`config.mk`:
```
export PLATFORM = sky130hd
export DESIGN_NAME = ecc_rw_path
export DESIGN_NICKNAME = d
export VERILOG_FILES = /design/src/rtl/ecc_pkg.sv /design/src/rtl/ecc_enc.sv /design/src/rtl/ecc_dec.sv /design/src/rtl/ecc_rw_path.sv
export SDC_FILE = /design/constraint.sdc
export NUM_CORES = 1
export LEC_CHECK = 0
export BUFFER_PORTS_ARGS = -buffer_cell sky130_fd_sc_hd__buf_2
export CORE_ASPECT_RATIO = 2
export CORE_MARGIN = 2
export CORE_UTILIZATION = 42
export DETAILED_ROUTE_END_ITERATION = 12
export PLACE_DENSITY = 0.74
export RECOVER_POWER = 25
export SLEW_MARGIN = 0
export SYNTH_ARGS = -nofsm -noshare
export SYNTH_HDL_FRONTEND = slang
export SYNTH_HIERARCHICAL = 1
export SYNTH_SLANG_ARGS = --single-unit
export TNS_END_PERCENT = 50
```
`constraint.sdc`:
```
create_clock -name clk -period 11.5 [get_ports clk]
set_input_delay 1.15 -clock clk [delete_from_list [all_inputs] [get_ports clk]]
set_output_delay 1.15 -clock clk [all_outputs]
set_load 0.01 [all_outputs]
```
`src/rtl/ecc_pkg.sv`:
```
package ecc_pkg;
    localparam int DW     = 64;
    localparam int HAM_W  = 7;
    localparam int CHK_W  = HAM_W + 1;
    localparam int WORD_W = DW + CHK_W;
    localparam int CODE_N = DW + HAM_W;
    localparam int BE_W   = DW / 8;

    typedef enum logic [1:0] {
        MODE_OFF   = 2'b00,
        MODE_DET   = 2'b01,
        MODE_COR   = 2'b10,
        MODE_SCRUB = 2'b11
    } ecc_mode_e;

    typedef logic [HAM_W-1:0] pos_tab_t [DW];

    // Code position (1..CODE_N, skipping powers of two) of each data bit
    function automatic pos_tab_t build_pos();
        pos_tab_t t;
        int k;
        t = '{default: '0};
        k = 0;
        for (int p = 1; p <= CODE_N; p++) begin
            if ((p & (p - 1)) != 0) begin
                if (k < DW) t[k] = HAM_W'(p);
                k++;
            end
        end
        return t;
    endfunction

    localparam pos_tab_t POS_TAB = build_pos();

    // Hamming bits are the XOR of the code positions of all set data bits
    function automatic logic [HAM_W-1:0] ham_bits(input logic [DW-1:0] d);
        logic [HAM_W-1:0] h;
        h = '0;
        for (int i = 0; i < DW; i++) begin
            if (d[i]) h = h ^ POS_TAB[i];
        end
        return h;
    endfunction
endpackage

```
`src/rtl/ecc_enc.sv`:
```
module ecc_enc
    import ecc_pkg::*;
(
    input  logic [DW-1:0]    data_i,
    output logic [CHK_W-1:0] chk_o
);
    logic [HAM_W-1:0] ham;

    always_comb begin
        ham   = ham_bits(data_i);
        chk_o = {(^data_i) ^ (^ham), ham};
    end
endmodule

```
`src/rtl/ecc_dec.sv`:
```
module ecc_dec
    import ecc_pkg::*;
(
    input  logic [WORD_W-1:0] word_i,
    output logic [DW-1:0]     data_o,
    output logic              ce_o,
    output logic              ue_o
);
    localparam logic [HAM_W-1:0] SYN_MAX = HAM_W'(CODE_N);

    logic [HAM_W-1:0] syn;
    logic             par_odd;

    always_comb begin
        syn     = ham_bits(word_i[DW-1:0]) ^ word_i[DW +: HAM_W];
        par_odd = ^word_i;
        ce_o    = par_odd && (syn <= SYN_MAX);
        ue_o    = (!par_odd && (syn != '0)) || (par_odd && (syn > SYN_MAX));
    end

    for (genvar i = 0; i < DW; i++) begin : g_fix
        assign data_o[i] = word_i[i] ^ (ce_o && (syn == POS_TAB[i]));
    end
endmodule

```
`src/rtl/ecc_rw_path.sv`:
```
module ecc_rw_path
    import ecc_pkg::*;
#(
    parameter int ADDR_W = 10
) (
    input  logic              clk,
    input  logic              rst_n,
    input  logic [1:0]        mode,
    input  logic              req_valid,
    output logic              req_ready,
    input  logic              req_write,
    input  logic [ADDR_W-1:0] req_addr,
    input  logic [63:0]       req_wdata,
    input  logic [7:0]        req_be,
    output logic              rsp_valid,
    output logic [63:0]       rsp_rdata,
    output logic              ce_pulse,
    output logic              ue_pulse,
    output logic [ADDR_W-1:0] err_addr,
    output logic              mem_en,
    output logic              mem_we,
    output logic [ADDR_W-1:0] mem_addr,
    output logic [71:0]       mem_wdata,
    input  logic [71:0]       mem_rdata
);
    typedef enum logic [2:0] {
        ST_IDLE, ST_RD, ST_SCRUB, ST_RMW_RD, ST_RMW_WR
    } st_e;

    typedef struct packed {
        st_e               st;
        logic [ADDR_W-1:0] addr;
        logic [DW-1:0]     data;
        logic [BE_W-1:0]   be;
        logic              rsp_v;
        logic [DW-1:0]     rsp_d;
        logic              ce;
        logic              ue;
        logic [ADDR_W-1:0] eaddr;
    } regs_t;

    regs_t q, d;
    ecc_mode_e     md;
    logic [DW-1:0]    enc_in;
    logic [CHK_W-1:0] enc_chk;
    logic [DW-1:0]    dec_data;
    logic             dec_ce;
    logic             dec_ue;
    logic [DW-1:0]    base;
    logic             checking;

    assign md = ecc_mode_e'(mode);

    ecc_enc u_enc (.data_i(enc_in), .chk_o(enc_chk));
    ecc_dec u_dec (.word_i(mem_rdata), .data_o(dec_data), .ce_o(dec_ce), .ue_o(dec_ue));

    assign mem_wdata = {(md == MODE_OFF) ? '0 : enc_chk, enc_in};

    always_comb begin
        d        = q;
        d.rsp_v  = 1'b0;
        d.ce     = 1'b0;
        d.ue     = 1'b0;
        req_ready = (q.st == ST_IDLE);
        mem_en   = 1'b0;
        mem_we   = 1'b0;
        mem_addr = q.addr;
        enc_in   = q.data;
        checking = (md != MODE_OFF);
        base     = md[1] ? dec_data : mem_rdata[DW-1:0];
        unique case (q.st)
            ST_IDLE: begin
                mem_addr = req_addr;
                enc_in   = req_wdata;
                if (req_valid) begin
                    mem_en = 1'b1;
                    d.addr = req_addr;
                    d.data = req_wdata;
                    d.be   = req_be;
                    if (!req_write)       d.st = ST_RD;
                    else if (&req_be)     mem_we = 1'b1;
                    else                  d.st = ST_RMW_RD;
                end
            end
            ST_RD: begin
                d.rsp_v = 1'b1;
                d.rsp_d = base;
                d.data  = dec_data;
                d.ce    = checking && dec_ce;
                d.ue    = checking && dec_ue;
                d.eaddr = q.addr;
                d.st    = (md == MODE_SCRUB && dec_ce) ? ST_SCRUB : ST_IDLE;
            end
            ST_SCRUB: begin
                mem_en = 1'b1;
                mem_we = 1'b1;
                d.st   = ST_IDLE;
            end
            ST_RMW_RD: begin
                d.ce    = checking && dec_ce;
                d.ue    = checking && dec_ue;
                d.eaddr = q.addr;
                for (int b = 0; b < BE_W; b++) begin
                    d.data[b*8 +: 8] = q.be[b] ? q.data[b*8 +: 8] : base[b*8 +: 8];
                end
                d.st = (checking && dec_ue) ? ST_IDLE : ST_RMW_WR;
            end
            ST_RMW_WR: begin
                mem_en = 1'b1;
                mem_we = 1'b1;
                d.st   = ST_IDLE;
            end
            default: d.st = ST_IDLE;
        endcase
    end

    always_ff @(posedge clk) begin
        if (!rst_n) begin
            q    <= '0;
            q.st <= ST_IDLE;
        end else begin
            q <= d;
        end
    end

    assign rsp_valid = q.rsp_v;
    assign rsp_rdata = q.rsp_d;
    assign ce_pulse  = q.ce;
    assign ue_pulse  = q.ue;
    assign err_addr  = q.eaddr;

    a_r1_full_write: assert property (@(posedge clk) disable iff (!rst_n)
        (req_valid && req_ready && req_write && (&req_be))
            |-> (mem_en && mem_we && mem_wdata[DW-1:0] == req_wdata));

    a_r5_zero_chk: assert property (@(posedge clk) disable iff (!rst_n)
        (mem_en && mem_we && md == MODE_OFF) |-> (mem_wdata[71:64] == 8'h00));

    a_r6_scrub_wb: assert property (@(posedge clk) disable iff (!rst_n)
        (ce_pulse && rsp_valid && md == MODE_SCRUB)
            |-> (mem_en && mem_we && mem_addr == err_addr
                 && mem_wdata[DW-1:0] == rsp_rdata));

    a_r8_no_write_after_ue: assert property (@(posedge clk) disable iff (!rst_n)
        (q.st == ST_RMW_WR) |-> !ue_pulse);

    a_r9_busy_read: assert property (@(posedge clk) disable iff (!rst_n)
        (req_valid && req_ready && !req_write) |=> !req_ready);

    a_r9_busy_rmw: assert property (@(posedge clk) disable iff (!rst_n)
        (req_valid && req_ready && req_write && !(&req_be)) |=> !req_ready);

    a_r12_exclusive: assert property (@(posedge clk) disable iff (!rst_n)
        !(ce_pulse && ue_pulse));

    a_r12_ce_single: assert property (@(posedge clk) disable iff (!rst_n)
        ce_pulse |=> !ce_pulse);

    a_r12_ue_single: assert property (@(posedge clk) disable iff (!rst_n)
        ue_pulse |=> !ue_pulse);
endmodule

```
==> results.json <==
{
  "status": "finished, violations left",
  "violations": "capacitance limit, slew limit",
  "die-area_um2": 35230,
  "power.density_nw_per_um2": 281.9,
  "hold_violations": 0,
  "grt_setup_unrepaired": "no",
  "ys_seq_area_share_pct": 22.94,
  "synth-edff-count": 0,
  "cp_max_fo": 76,
  "drive_above_1_share_pct": 25.89,
  "p_leak_uw": 0.006132,
  "grt_overflow_total": 0,
  "first_global_vias": 13030,
  "cts_resized": 0,
  "ant_nets": 0,
  "post-route-period-util_pct": 66.65,
  "cap_violations": 1,
  "cp-end-kind": "output port",
  "hold_depth": 2,
  "io_buffers": 321,
  "tns_ns": 0,
  "required_ns": 10.35,
  "min_period_ns": 7.665,
  "start_util_pct": 42.32,
  "synthFlopType": "dfxtp_1",
  "drc": 0,
  "grt_max_degree": 113,
  "via_per_inst": 6.191,
  "nets": 1812,
  "root_buffer": "clkbuf_16",
  "slew_headroom_pct": -114.6,
  "cp.depth": 12,
  "gp_congestion": 1.057,
  "rr_worst_depth": 5,
  "ys_ff_latch": 162,
  "design.core.area_um2": 33400,
  "area.growth.synth_to_final_pct": 10.83,
  "syn_inst": 1507,
  "grt_pass1_wl_mm": 87.65,
  "ys_async_sr_fraction_pct": 0,
  "final_util_pct": 46.90,
  "slew_violations": 75,
  "ir_worst_vdd_mv": 0.3533,
  "crit_family": "buffers and inverters",
  "synth.distinct_cells": 58,
  "vias": 13010,
  "synth_area_um2": 14130,
  "dp_hpwl_mm": 47.55,
  "ioPinCount": 322,
  "critPathMaxStageDelay_ns": 2.27,
  "grt_use_total_pct": 34.64,
  "num_rows": 95,
  "cts-buffers-inserted": 17,
  "crit_type": "register to output port",
  "fp.dieW_um": 133.7,
  "cts_buffer_depth": 2,
  "dr.pass1.iters": 7,
  "syn_nets": 1667,
  "htree_num_levels": 4,
  "clk_pin_slew_ns": 0.07,
  "die_h_um": 263.4,
  "finClkSkew_ns": 0.01283,
  "critPathLaunchType": "register",
  "ys_warn_count": 6,
  "crit_chain": "clkbuf_1 -> nor3_4 -> buf_4 -> mux2_2 -> xnor2_1 -> xnor2_2 -> xnor3_2 -> xnor3_1 -> xnor2_1 -> xnor3_1 -> nor2b_1 -> buf_2",
  "drt_iter0_drc": 1236,
  "cp.arrival_ns": 6.52,
  "wl_mm": 62.93,
  "holdBufCountCts": 0,
  "crit_buf_inv": 3,
  "clkLatencyLatePin_ns": 0.46,
  "worstMarginPinSlew_ns": 3.220,
  "avgSynthCellArea_um2": 9.379,
  "cts_tree": "yes",
  "slowest_stage": "clkbuf_1",
  "cts_setup_buffers": 0,
  "wl_per_cell_um": 29.94,
  "hold_class": "register to register",
  "finalSetupViolations": 0,
  "clock.fmax_mhz": 130.5,
  "antenna_found_initial": 1,
  "cts_sinks": 162
}
## metrics by stage
step	instance area [um2]	setup WS [ns]	std cells	hold slack, ns	total power (uW)
after CTS	15770	5.331	2101	0.4586	4359
after global routing	15660	3.526	2101	0.4795	4609
after floorplan	14130	6.892	1507	0.4367	3090
final	15670	3.835	2102	0.4558	4417
after detailed placement	15180	5.858	2069	0.4476	3751
after global placement	15180	5.905	2069	0.4413	3715
## layout make-up
cell class / count / area, um2
Fill cell: 3253 / 17730
Clock inverter: 13 / 146.4
Tap cell: 436 / 545.5
Clock buffer: 19 / 442.9
Multi-Input combinational cell: 1134 / 9668
Timing Repair Buffer: 332 / 1592
Sequential cell: 162 / 3248
Inverter: 5 / 21.27
Antenna cell: 1 / 2.502
## synth_stat cells (46+ instances only)
library cell  instances  area share [%]
xnor2_1             169              10
dfxtp_1             162              23
a211oi_1            112             5.9
nand2_1              95             2.5
mux2_2               90             7.2
buf_4                88             4.7
xor2_1               71             4.4
clkbuf_1             67             1.8
a31oi_1              64             2.8
nor4bb_1             64             4.5
a311oi_1             58             3.6
nor2_1               56             1.5
nand2b_1             51             2.3
mux2i_1              48             3.4
xnor3_1              46             7.3
## power breakdown
part | switching, uW | internal, uW
clock | 267 | 329
sequential | 41.5 | 619
combinational | 1740 | 1420
total | 2050 | 2370
## flip-flops by register name, indices dropped and copies added, names as in the netlist
| signal | flops |
|---|---|
| ue_pulse | 1 |
| err_addr | 10 |
| rsp_rdata | 64 |
| ce_pulse | 1 |
| rsp_valid | 1 |
| q | 85 |
## worst paths after layout
check	slack, ns	end	from
worst max register to register	6.61	q[115]	q[161]
worst min register to register	0.46	err_addr[6]	err_addr[6]
worst min-delay path	0.46	err_addr[6]	err_addr[6]
worst max-delay path	3.83	mem_wdata[71]	q[161]
## logic make-up after synthesis
logic type | Yosys count | synth area share (%)
xor+xnor | 306 | 24.99
flops | 162 | 22.94
buf+inv | 211 | 8.799
compound gates | 315 | 16.06
simple gates | 375 | 16.64
mux | 138 | 10.57
## routing by layer
metal	routed length, um	vias up	global-route usage (%)
li1	-	5739	-
met5	0	-	0
met3	4137	310	6.201
met2	32030	842	61.52
met1	19180	6122	31.66
met4	7581	0	35.48
## cells in the final DEF (no fill, tap or decap), types with 64 or more instances in the layout
cell      count
a211oi_1    112
a31oi_1      64
buf_2       243
clkbuf_1     79
dfxtp_1     160
mux2_2       90
nand2_1      95
nor4bb_1     64
xnor2_1     169
xor2_1       71
## worst min-delay path: cells and delay by family, from the launching register on
family / cells / cell delay (ns)
flip-flops: 1 / 0.31
AND/OR/NAND/NOR: 1 / 0.05
AO/OA/AOI/OAI: 1 / 0.05
Power figures use the tool's default switching activity.
